## src/rtl/evt_pace_fsm.sv

```systemverilog
module evt_pace_fsm #(
  parameter int CW = 8
) (
  input  logic          clk,
  input  logic          rst_n,
  input  logic          evt_i,
  input  logic          tick_i,
  input  logic          chain_i,
  input  logic [CW-1:0] delay_cfg,
  output logic          pulse_o,
  output logic [1:0]    state_o
);

  typedef enum logic [1:0] {
    ST_WAIT  = 2'd0,
    ST_DELAY = 2'd1,
    ST_OUT   = 2'd2
  } st_t;

  st_t           st_q, st_d;
  logic [CW-1:0] cnt_q, cnt_d;

  wire armed = |delay_cfg;
  wire below = cnt_q < delay_cfg;

  always_comb begin
    st_d  = st_q;
    cnt_d = cnt_q;
    unique case (st_q)
      ST_WAIT:
        if (evt_i && below) begin
          st_d  = ST_DELAY;
          cnt_d = '0;
        end
      ST_DELAY:
        if (!armed) begin
          st_d  = ST_WAIT;
          cnt_d = '0;
        end else if (chain_i) begin
          st_d  = ST_OUT;
          cnt_d = '0;
        end else if (tick_i) begin
          if (below) begin
            cnt_d = cnt_q + 1'b1;
          end else begin
            st_d  = ST_OUT;
            cnt_d = '0;
          end
        end
      ST_OUT: begin
        cnt_d = '0;
        st_d  = (evt_i && armed) ? ST_DELAY : ST_WAIT;
      end
      default: begin
        st_d  = ST_WAIT;
        cnt_d = '0;
      end
    endcase
  end

  always_ff @(posedge clk or negedge rst_n) begin
    if (!rst_n) begin
      st_q  <= ST_WAIT;
      cnt_q <= '0;
    end else begin
      st_q  <= st_d;
      cnt_q <= cnt_d;
    end
  end

  assign pulse_o = (st_q == ST_OUT);
  assign state_o = st_q;

  assert_pulse_single_R7: assert property (@(posedge clk) disable iff (!rst_n)
    pulse_o |=> !pulse_o);

  assert_disabled_idle_R2: assert property (@(posedge clk) disable iff (!rst_n)
    (delay_cfg == '0) |=> (st_q == ST_WAIT));

  assert_out_from_delay_R6: assert property (@(posedge clk) disable iff (!rst_n)
    (st_q == ST_OUT) |-> ($past(st_q) == ST_DELAY));

  assert_arm_clears_R3: assert property (@(posedge clk) disable iff (!rst_n)
    (st_q == ST_DELAY && $past(st_q) != ST_DELAY) |-> (cnt_q == '0));

  assert_hold_R5: assert property (@(posedge clk) disable iff (!rst_n)
    (st_q == ST_DELAY && armed && !tick_i && !chain_i) |=> (st_q == ST_DELAY && $stable(cnt_q)));

  assert_step_R5: assert property (@(posedge clk) disable iff (!rst_n)
    (st_q == ST_DELAY && armed && tick_i && !chain_i && below) |=> (cnt_q == $past(cnt_q) + 1'b1));

  assert_chain_R10: assert property (@(posedge clk) disable iff (!rst_n)
    (st_q == ST_DELAY && armed && chain_i) |=> pulse_o);

endmodule

```

## config.mk

```make
export PLATFORM = sky130hd
export DESIGN_NAME = evt_pace_fsm
export DESIGN_NICKNAME = d
export VERILOG_FILES = /design/src/rtl/evt_pace_fsm.sv
export SDC_FILE = /design/constraint.sdc
export NUM_CORES = 1
export LEC_CHECK = 0
export BUFFER_PORTS_ARGS = -buffer_cell sky130_fd_sc_hd__buf_2
export CAP_MARGIN = 0
export CORE_MARGIN = 3
export CORE_UTILIZATION = 47
export CTS_CLUSTER_SIZE = 30
export DETAILED_ROUTE_END_ITERATION = 8
export PLACE_DENSITY = 0.73
export SLEW_MARGIN = 20
export SYNTH_ARGS = -nofsm -noshare
export SYNTH_HDL_FRONTEND = slang
export SYNTH_SLANG_ARGS = --single-unit
export TNS_END_PERCENT = 100
```

## constraint.sdc

```tcl
create_clock -name clk -period 2.3 [get_ports clk]
set_input_delay 0.69 -clock clk [delete_from_list [all_inputs] [get_ports clk]]
set_output_delay 0.69 -clock clk [all_outputs]
set_load 0.01 [all_outputs]
```

# Yosys cells after proc, flatten, opt, wreduce, memory -nomap -nowiden
# Cells that the tools add are included.
# W data, S select, Z words.
[word_totals]
ff_bits = 10
input_bits = 13
out_inout_bits = 3
elab_cells = 28
[op_classes]
add_sub_neg = 1
magnitude_cmp = 1
eq_ne = 5
mux = 13
reduce_logical = 6
[op_table]
columns = ["operator", "n"]
rows = [
  ["$mux W8", 5],
  ["$pmux W8 S2", 1],
  ["$mux W2", 5],
  ["$add A8 B1 Y8 const B", 1],
  ["$lt A8 B8 Y1", 1],
  ["$ne A4 B4 Y1 const B", 2],
  ["$reduce_or A8 Y1", 1],
  ["$pmux W2 S3", 1],
  ["$reduce_and A3 Y1", 1],
  ["$eq A2 B1 Y1 const B", 1],
  ["$eq A2 B2 Y1 const B", 1],
  ["$logic_and A1 B1 Y1", 2],
  ["$logic_not A2 Y1", 1],
  ["$ne A2 B2 Y1 const B", 1],
  ["$reduce_and A2 Y1", 1],
  ["$mux W1", 1],
]

# Depth between registers and ports, before layout
# Gate-level depths: netlist (run 1).
[depth]
depth_word = 6
ltp_mapped = 10
ltp_nobuf = 8

# Least setup slack after synthesis (run 1)
# No wires, ideal clock.
[synth_timing]
kind = "input port to flip-flop"
start = "input delay_cfg[5]"
end = "register cnt_q[6]"
setup_time_ps = 69
t_arrival_ps = 2703
required_ps = 2231
setup_slack_ps = -472
path_stages = 10
n_path_buf = 2
cell_sequence = "inv_1 -> ha_1 -> a211o_1 -> o211ai_1 -> or3b_1 -> buf_2 -> or2_0 -> clkbuf_2 -> or4_1 -> nand3_1"
[synth_between]
elab_chain_len = 6
elab_cells_between_ends = 11
cone_classes = "order compare (1); eq/ne (2); mux (5); reduce/logical (3)"
[synth_lines]
columns = ["item", "line_no", "source"]
rows = [
  ["start: declaration", "9", "input logic [CW-1:0] delay_cfg,"],
  ["$lt A8 B8 Y1", "24", "wire below = cnt_q < delay_cfg;"],
  ["$mux W8", "43", "if (below) begin"],
  ["$mux W8", "42", "end else if (tick_i) begin"],
  ["$mux W8", "39", "end else if (chain_i) begin"],
  ["$mux W8", "36", "if (!armed) begin"],
  ["$pmux W8 S2", "29", "unique case (st_q)"],
  ["end signal: assignment", "67", "cnt_q <= cnt_d;"],
  ["end: declaration", "21", "logic [CW-1:0] cnt_q, cnt_d;"],
]
# Parallel ways exist; a longest one is shown, timed or not. The select of a mux whose other input is x is not followed.
# A chain may end at the register's enable or synchronous reset.

# Final worst setup path (run 1)
# Same ends and word-level chain as after synthesis.

==> flow_summary.json, run 1 <==
{
  "status": "complete, but fails checks",
  "violations": "negative setup slack",
  "nFillCells": 93,
  "ys_ff_latch": 10,
  "final_area_sq_um": 1095,
  "drive_gt1_frac": 0.4322,
  "multiInputGateArea_sq_um": 550.5,
  "synthDistinctLibCells": 32,
  "grtUsageMet3": 0.05859,
  "worstSkewPairLatency_ns": 0.26,
  "syn_inst": 88,
  "crit_path_max_fanout": 4,
  "postSynthAreaPerCell_sq_um": 8.659,
  "synth_area_sq_um": 762.0,
  "syn-num-nets": 109,
  "max_freq_mhz": 427.5,
  "final_nets": 140,
  "hp-class": "primary input to async pin",
  "port_buffers": 15,
  "fin_worst_skew_ns": 0.008793,
  "ff_latch_area_sq_um": 250.2,
  "tns_ns": -0.08460,
  "final_cells": 133,
  "slowest_delay_ns": 0.41,
  "area_delta_synth_final_pct": 43.68,
  "ctsRootBufferMaster": "clkbuf_4",
  "crit_path_start_kind": "primary input",
  "cp.arrival_ns": 2.54,
  "drtPass1Iterations": 4,
  "placed_cell_area_sq_um": 962.2,
  "critPathKind": "primary input to flip-flop",
  "viasPerCell": 5.992,
  "busiest_layer": "met2",
  "die_h_microns": 46.27,
  "leakage_nw": 0.5633,
  "period_needed_ns": 2.339,
  "dieArea_sq_um": 2140,
  "p_per_area_nw_per_um2": 686.5,
  "drtIter0Drc": 13,
  "ir_worst_vdd_mv": 0.5127,
  "cap_violations": 0,
  "gp_congestion": 0.7915,
  "antenna_found_initial": 0,
  "yosys_warnings": 0,
  "die_w_microns": 46.27,
  "n_antenna_cell": 0,
  "finish.utilization": 0.7737,
  "reg2regPathDepth": 7,
  "core_area_sq_um": 1415,
  "slew_viol_final": 0,
  "grt_pass1_vias": 763,
  "critPathRequiredTime_ns": 2.50,
  "r2r_setup_slack_ns": 0.05,
  "ant_nets": 0,
  "cts_hold_buf": 0,
  "io_pins": 16,
  "start_util": 0.5385,
  "globalRouteMet2Util": 0.3764,
  "grt_pass1_wl_mm": 3.187,
  "worstPathCellList": "buf_8, inv_8, ha_4, a211o_1, o211ai_1, or3b_4, or2_4, or4_1, nand3_1",
  "worst_path_max_delay_cell": "or3b_4",
  "wl_per_cell_microns": 15.50,
  "place_inst": 128,
  "timing.rr.start": "cnt_q[5]$_DFFE_PN0P_",
  "clk_transition_reported_paths_ns": 0.07,
  "timing.rr.end": "cnt_q[6]$_DFFE_PN0P_",
  "vias": 797,
  "fp-row-count": 13,
  "setup_viol": 3,
  "hold_violations": 0,
  "h-tree-depth": 1,
  "grtUsageMet1": 0.2476,
  "cts_tree": "done",
  "worst_slew_pin_slew_ns": 0.3374,
  "grt.overflow.total": 0,
  "clockBufferDepth": 2,
  "dp_hpwl_mm": 1.511,
  "slew_headroom": 0.7730,
  "ys_seq_area_frac": 0.3284,
  "grt_setup_unrepaired": "true",
  "grt_start_max_net_pins": 12,
  "period_share": 1.017,
  "grt_usage": 0.2102,
  "numCtsBuffers": 3,
  "cp-end-kind": "flip-flop",
  "wirelength_mm": 2.062,
  "drc": 0,
  "cts.sinks": 10,
  "layout_setup_ws_ns": -0.03941
}
-- metal layers --
metal,wire length [microns],up-vias
li1,-,390
met1,824,380
met2,1112,25
met3,98,2
met4,26,0
met5,0,-
-- area by class of cell --
class                   instances  share of cell area
repair buffers                 29              0.1840
clock buffers                   4             0.03314
flip-flops and latches         10              0.2286
multi-input cells              67              0.5029
inverters                       8             0.03429
well taps                      15             0.01714
-- where the power goes --
part           switching [mW]  internal [mW]
Clock                  0.0595         0.0960
Sequential             0.0402          0.203
Combinational           0.167          0.185
Total                   0.267          0.484
-- worst max-delay path, delay by kind of cell --
kind | cells | cell delay [ns]
fa+ha+maj | 1 | 0.18
compound gates | 2 | 0.37
simple gates | 4 | 1.14
buf+inv | 2 | 0.15
-- worst max path at each step --
stage / start / endpoint / slack [ns] / cells past startpoint
after CTS: delay_cfg[5] / cnt_q[6]$_DFFE_PN0P_ / -0.05 / 9
final: delay_cfg[5] / cnt_q[6]$_DFFE_PN0P_ / -0.04 / 9
after global routing: delay_cfg[1] / cnt_q[4]$_DFFE_PN0P_ / -0.1 / 9
after global placement: delay_cfg[5] / cnt_q[4]$_DFFE_PN0P_ / -0.36 / 9
after detailed placement: delay_cfg[5] / cnt_q[3]$_DFFE_PN0P_ / -0.40 / 9
after floorplan: delay_cfg[5] / cnt_q[6]$_DFFE_PN0P_ / -0.34 / 10
-- registers in the layout (all words and copies together), names as in the netlist --
name and flops:
cnt_q 8, state_o 2
-- synth_stat cells, drive strengths merged --
library cell / count / area share
ha: 8 / 0.13
or2: 2 / 0.016
nor4: 2 / 0.016
and3: 2 / 0.018
or3b: 1 / 0.011
clkbuf: 1 / 0.0066
a211o: 2 / 0.023
nand3: 9 / 0.059
nand2b: 2 / 0.016
o2bb2ai: 1 / 0.011
nand4: 1 / 0.0082
mux2: 2 / 0.030
inv: 8 / 0.039
a2111oi: 1 / 0.011
nand2: 6 / 0.030
o41ai: 3 / 0.034
a21oi: 2 / 0.013
nor3: 5 / 0.033
or4: 2 / 0.020
a311oi: 1 / 0.011
and2b: 1 / 0.011
o21ai: 6 / 0.039
buf: 2 / 0.016
nor2: 3 / 0.015
dfrtp: 10 / 0.33
nor2b: 1 / 0.0082
o211ai: 2 / 0.020
nand3b: 1 / 0.0099
nor4b: 1 / 0.011
-- through the flow --
| stage | hold slack, ns | power, mW | worst slack (ns) |
|---|---|---|---|
| final | 0.2678 | 0.7516 | -0.03941 |
| after global routing | 0.2678 | 0.7996 | -0.09698 |
| after CTS | 0.2739 | 0.6948 | -0.05395 |
| after detailed placement | 0.5472 | 0.5225 | -0.3952 |
| after global placement | 0.5450 | 0.5121 | -0.3634 |
| after floorplan | 0.3944 | 0.4139 | -0.3351 |
-- repair_timing --
| action | in CTS | in global routing |
|---|---|---|
| pin swaps | 1 | 4 |
| endpoints found under the setup margin | 7 | 10 |
| resized for setup | 6 | 16 |
| buffers inserted | 1 | 0 |
-- cell families (layout without fill, tap and decap cells) --
group / after synthesis / count (layout) / share of synthesized area
compound gates: 18 / 18 / 0.1642
fa+ha+maj: 8 / 8 / 0.1314
buf+inv: 11 / 41 / 0.06239
flops: 10 / 10 / 0.3284
mux: 2 / 2 / 0.02955
simple gates: 39 / 39 / 0.2841
-- cell usage in the layout, fill, tap and decap left out, types with 2 or more instances in the layout --
cell type	instances
o21ai_1	2
inv_1	7
clkbuf_4	3
a211o_1	2
mux2_2	2
o21ai_0	3
o41ai_2	3
nand3_1	9
buf_4	11
nor2_1	2
or4_1	2
buf_2	14
nand2b_1	2
nor3_1	5
buf_6	3
dfrtp_1	10
o211ai_1	2
nand2_1	6
nor4_1	2
ha_1	7
Note: power is estimated with default switching activity, not from simulation.
==> run 2: changes to the inputs <==
--- a/config.mk
+++ b/config.mk
@@ -12,6 +12,7 @@
 export CTS_CLUSTER_SIZE = 30
 export DETAILED_ROUTE_END_ITERATION = 8
 export PLACE_DENSITY = 0.73
+export SETUP_SLACK_MARGIN = 0.02
 export SLEW_MARGIN = 20
 export SYNTH_ARGS = -nofsm -noshare
 export SYNTH_HDL_FRONTEND = slang
==> constraint.sdc (replaced) <==
create_clock -name clk -period 2.3 [get_ports clk]
set_input_delay 0.69 -clock clk [delete_from_list [all_inputs] [get_ports clk]]
set_output_delay 0.69 -clock clk [all_outputs]
set_load 0.005 [all_outputs]
==> run 2 against run 1 <==
Net effect: the run still ends with negative setup slack left; non-clock buffer count increased by 1; power decreased by 0.28%; final area increased by 0.57%; via count decreased by 0.88%; first-iteration DRC count decreased by 46%; global-route usage decreased by 0.64 points; combinational power about the same; fmax increased by 0.21%; highest routed layer unchanged.
==> flow_summary.json, run 2 (same netlist as run 1, synthesis figures left out) <==
{
  "status": "complete, but fails checks",
  "violations": "negative setup slack",
  "io_pins": 16,
  "cts.sinks": 10,
  "grt.overflow.total": 0,
  "setup_viol": 2,
  "start_util": 0.5385,
  "fp-row-count": 13,
  "worst_slew_pin_slew_ns": 0.3410,
  "worstSkewPairLatency_ns": 0.26,
  "slowest_delay_ns": 0.41,
  "drtIter0Drc": 7,
  "period_share": 1.015,
  "crit_buf_inv": 2,
  "hp-class": "primary input to async pin",
  "cap_violations": 0,
  "grt_pass1_wl_mm": 3.098,
  "cp.arrival_ns": 2.53,
  "wl_per_cell_microns": 14.83,
  "final_cells": 134,
  "gp_congestion": 0.7915,
  "area_delta_synth_final_pct": 44.50,
  "crit_path_max_fanout": 4,
  "nFillCells": 91,
  "ff_latch_area_sq_um": 250.2,
  "worst_path_max_delay_cell": "or3b_4",
  "grt_setup_unrepaired": "true",
  "wirelength_mm": 1.987,
  "grt_start_max_net_pins": 14,
  "die_w_microns": 46.27,
  "drtPass1Iterations": 3,
  "dp_hpwl_mm": 1.511,
  "drive_gt1_frac": 0.4454,
  "dieArea_sq_um": 2140,
  "final_area_sq_um": 1101,
  "critPathKind": "primary input to flip-flop",
  "place_inst": 128,
  "hold_ws_ns": 0.2699,
  "die_h_microns": 46.27,
  "port_buffers": 15,
  "slew_headroom": 0.7706,
  "numCtsBuffers": 3,
  "ctsRootBufferMaster": "clkbuf_4",
  "multiInputGateArea_sq_um": 556.8,
  "final_nets": 141,
  "grt_pass1_vias": 746,
  "critPathRequiredTime_ns": 2.50,
  "period_needed_ns": 2.334,
  "largest_reg_flops": 8,
  "cts_tree": "done",
  "antenna_found_initial": 0,
  "n_antenna_cell": 0,
  "vias": 790,
  "h-tree-depth": 1,
  "slew_viol_final": 0,
  "power_mw": 0.7495,
  "cp-end-kind": "flip-flop",
  "p_per_area_nw_per_um2": 680.7,
  "clk_transition_reported_paths_ns": 0.07,
  "crit_path_start_kind": "primary input",
  "layout_setup_ws_ns": -0.03442,
  "fin_worst_skew_ns": 0.006244,
  "max_freq_mhz": 428.4,
  "worstPathCellList": "buf_8, inv_8, ha_4, a211o_1, o211ai_1, or3b_4, or2_4, or4_1, nand3_1",
  "path_delay_family": "simple AND/OR/NAND/NOR gates",
  "grt_usage": 0.2038,
  "drc": 0,
  "ant_nets": 0,
  "hold_violations": 0,
  "core_area_sq_um": 1415,
  "clockBufferDepth": 2,
  "ir_worst_vdd_mv": 0.4674,
  "leakage_nw": 0.5698,
  "regMostFlops": "cnt_q",
  "placed_cell_area_sq_um": 962.2,
  "dp_slack_ns": -0.3952,
  "viasPerCell": 5.896,
  "final_cell_mix": "14 x buf_4, 14 x buf_2, 10 x dfrtp_1"
}
[run 2: final cells by class]
class	count	share of cell area
Timing Repair Buffer	30	0.1830
Multi-Input combinational cell	67	0.5057
Sequential cell	10	0.2273
Inverter	8	0.03409
Clock buffer	4	0.03295
Tap cell	15	0.01705
[run 2: worst paths after layout]
check	startpoint	endpoint	slack (ns)	cells after the start
setup / recovery	delay_cfg[5]	cnt_q[6]$_DFFE_PN0P_	-0.03	9
hold / removal	rst_n	state_o[1]$_DFFE_PN0P_	0.27	1
setup reg to reg	cnt_q[5]$_DFFE_PN0P_	cnt_q[6]$_DFFE_PN0P_	0.06	7
hold reg to reg	cnt_q[3]$_DFFE_PN0P_	cnt_q[3]$_DFFE_PN0P_	0.57	1
max in group asynchronous	rst_n	cnt_q[1]$_DFFE_PN0P_	1.84	1
min in group clk	cnt_q[3]$_DFFE_PN0P_	cnt_q[3]$_DFFE_PN0P_	0.57	1
[run 2: per-stage QoR]
stage / utilization / setup TNS, ns
after global routing: 0.7781 / -0.1851
after floorplan: - / -1.523
final: 0.7781 / -0.05883
after global placement: 0.6799 / -2.941
after CTS: 0.7436 / -0.04179
after detailed placement: 0.6799 / -3.300
[run 2: metal layers]
metal,up-vias,track usage,share of wire,routed length [microns]
met3,2,0.05859,0.034,67
met2,15,0.3681,0.54,1064
met4,0,0.01705,0.0075,15
met1,381,0.2452,0.42,839
li1,392,-,-,-
met5,-,0,0,0
[run 2: where the power goes]
group / leakage (nW) / internal (mW) / switching (mW) / total, mW
registers: 0.136 / 0.203 / 0.0395 / 0.243
logic: 0.413 / 0.188 / 0.166 / 0.354
clock network: 0.0210 / 0.0959 / 0.0569 / 0.153
[run 2: what timing repair did]
item                       CTS  global route
hold buffers                 0             0
gates resized for setup     12            16
setup buffers                0             1
pin swaps                    2             4
setup endpoints to repair   10            10
gates cloned                 0             1
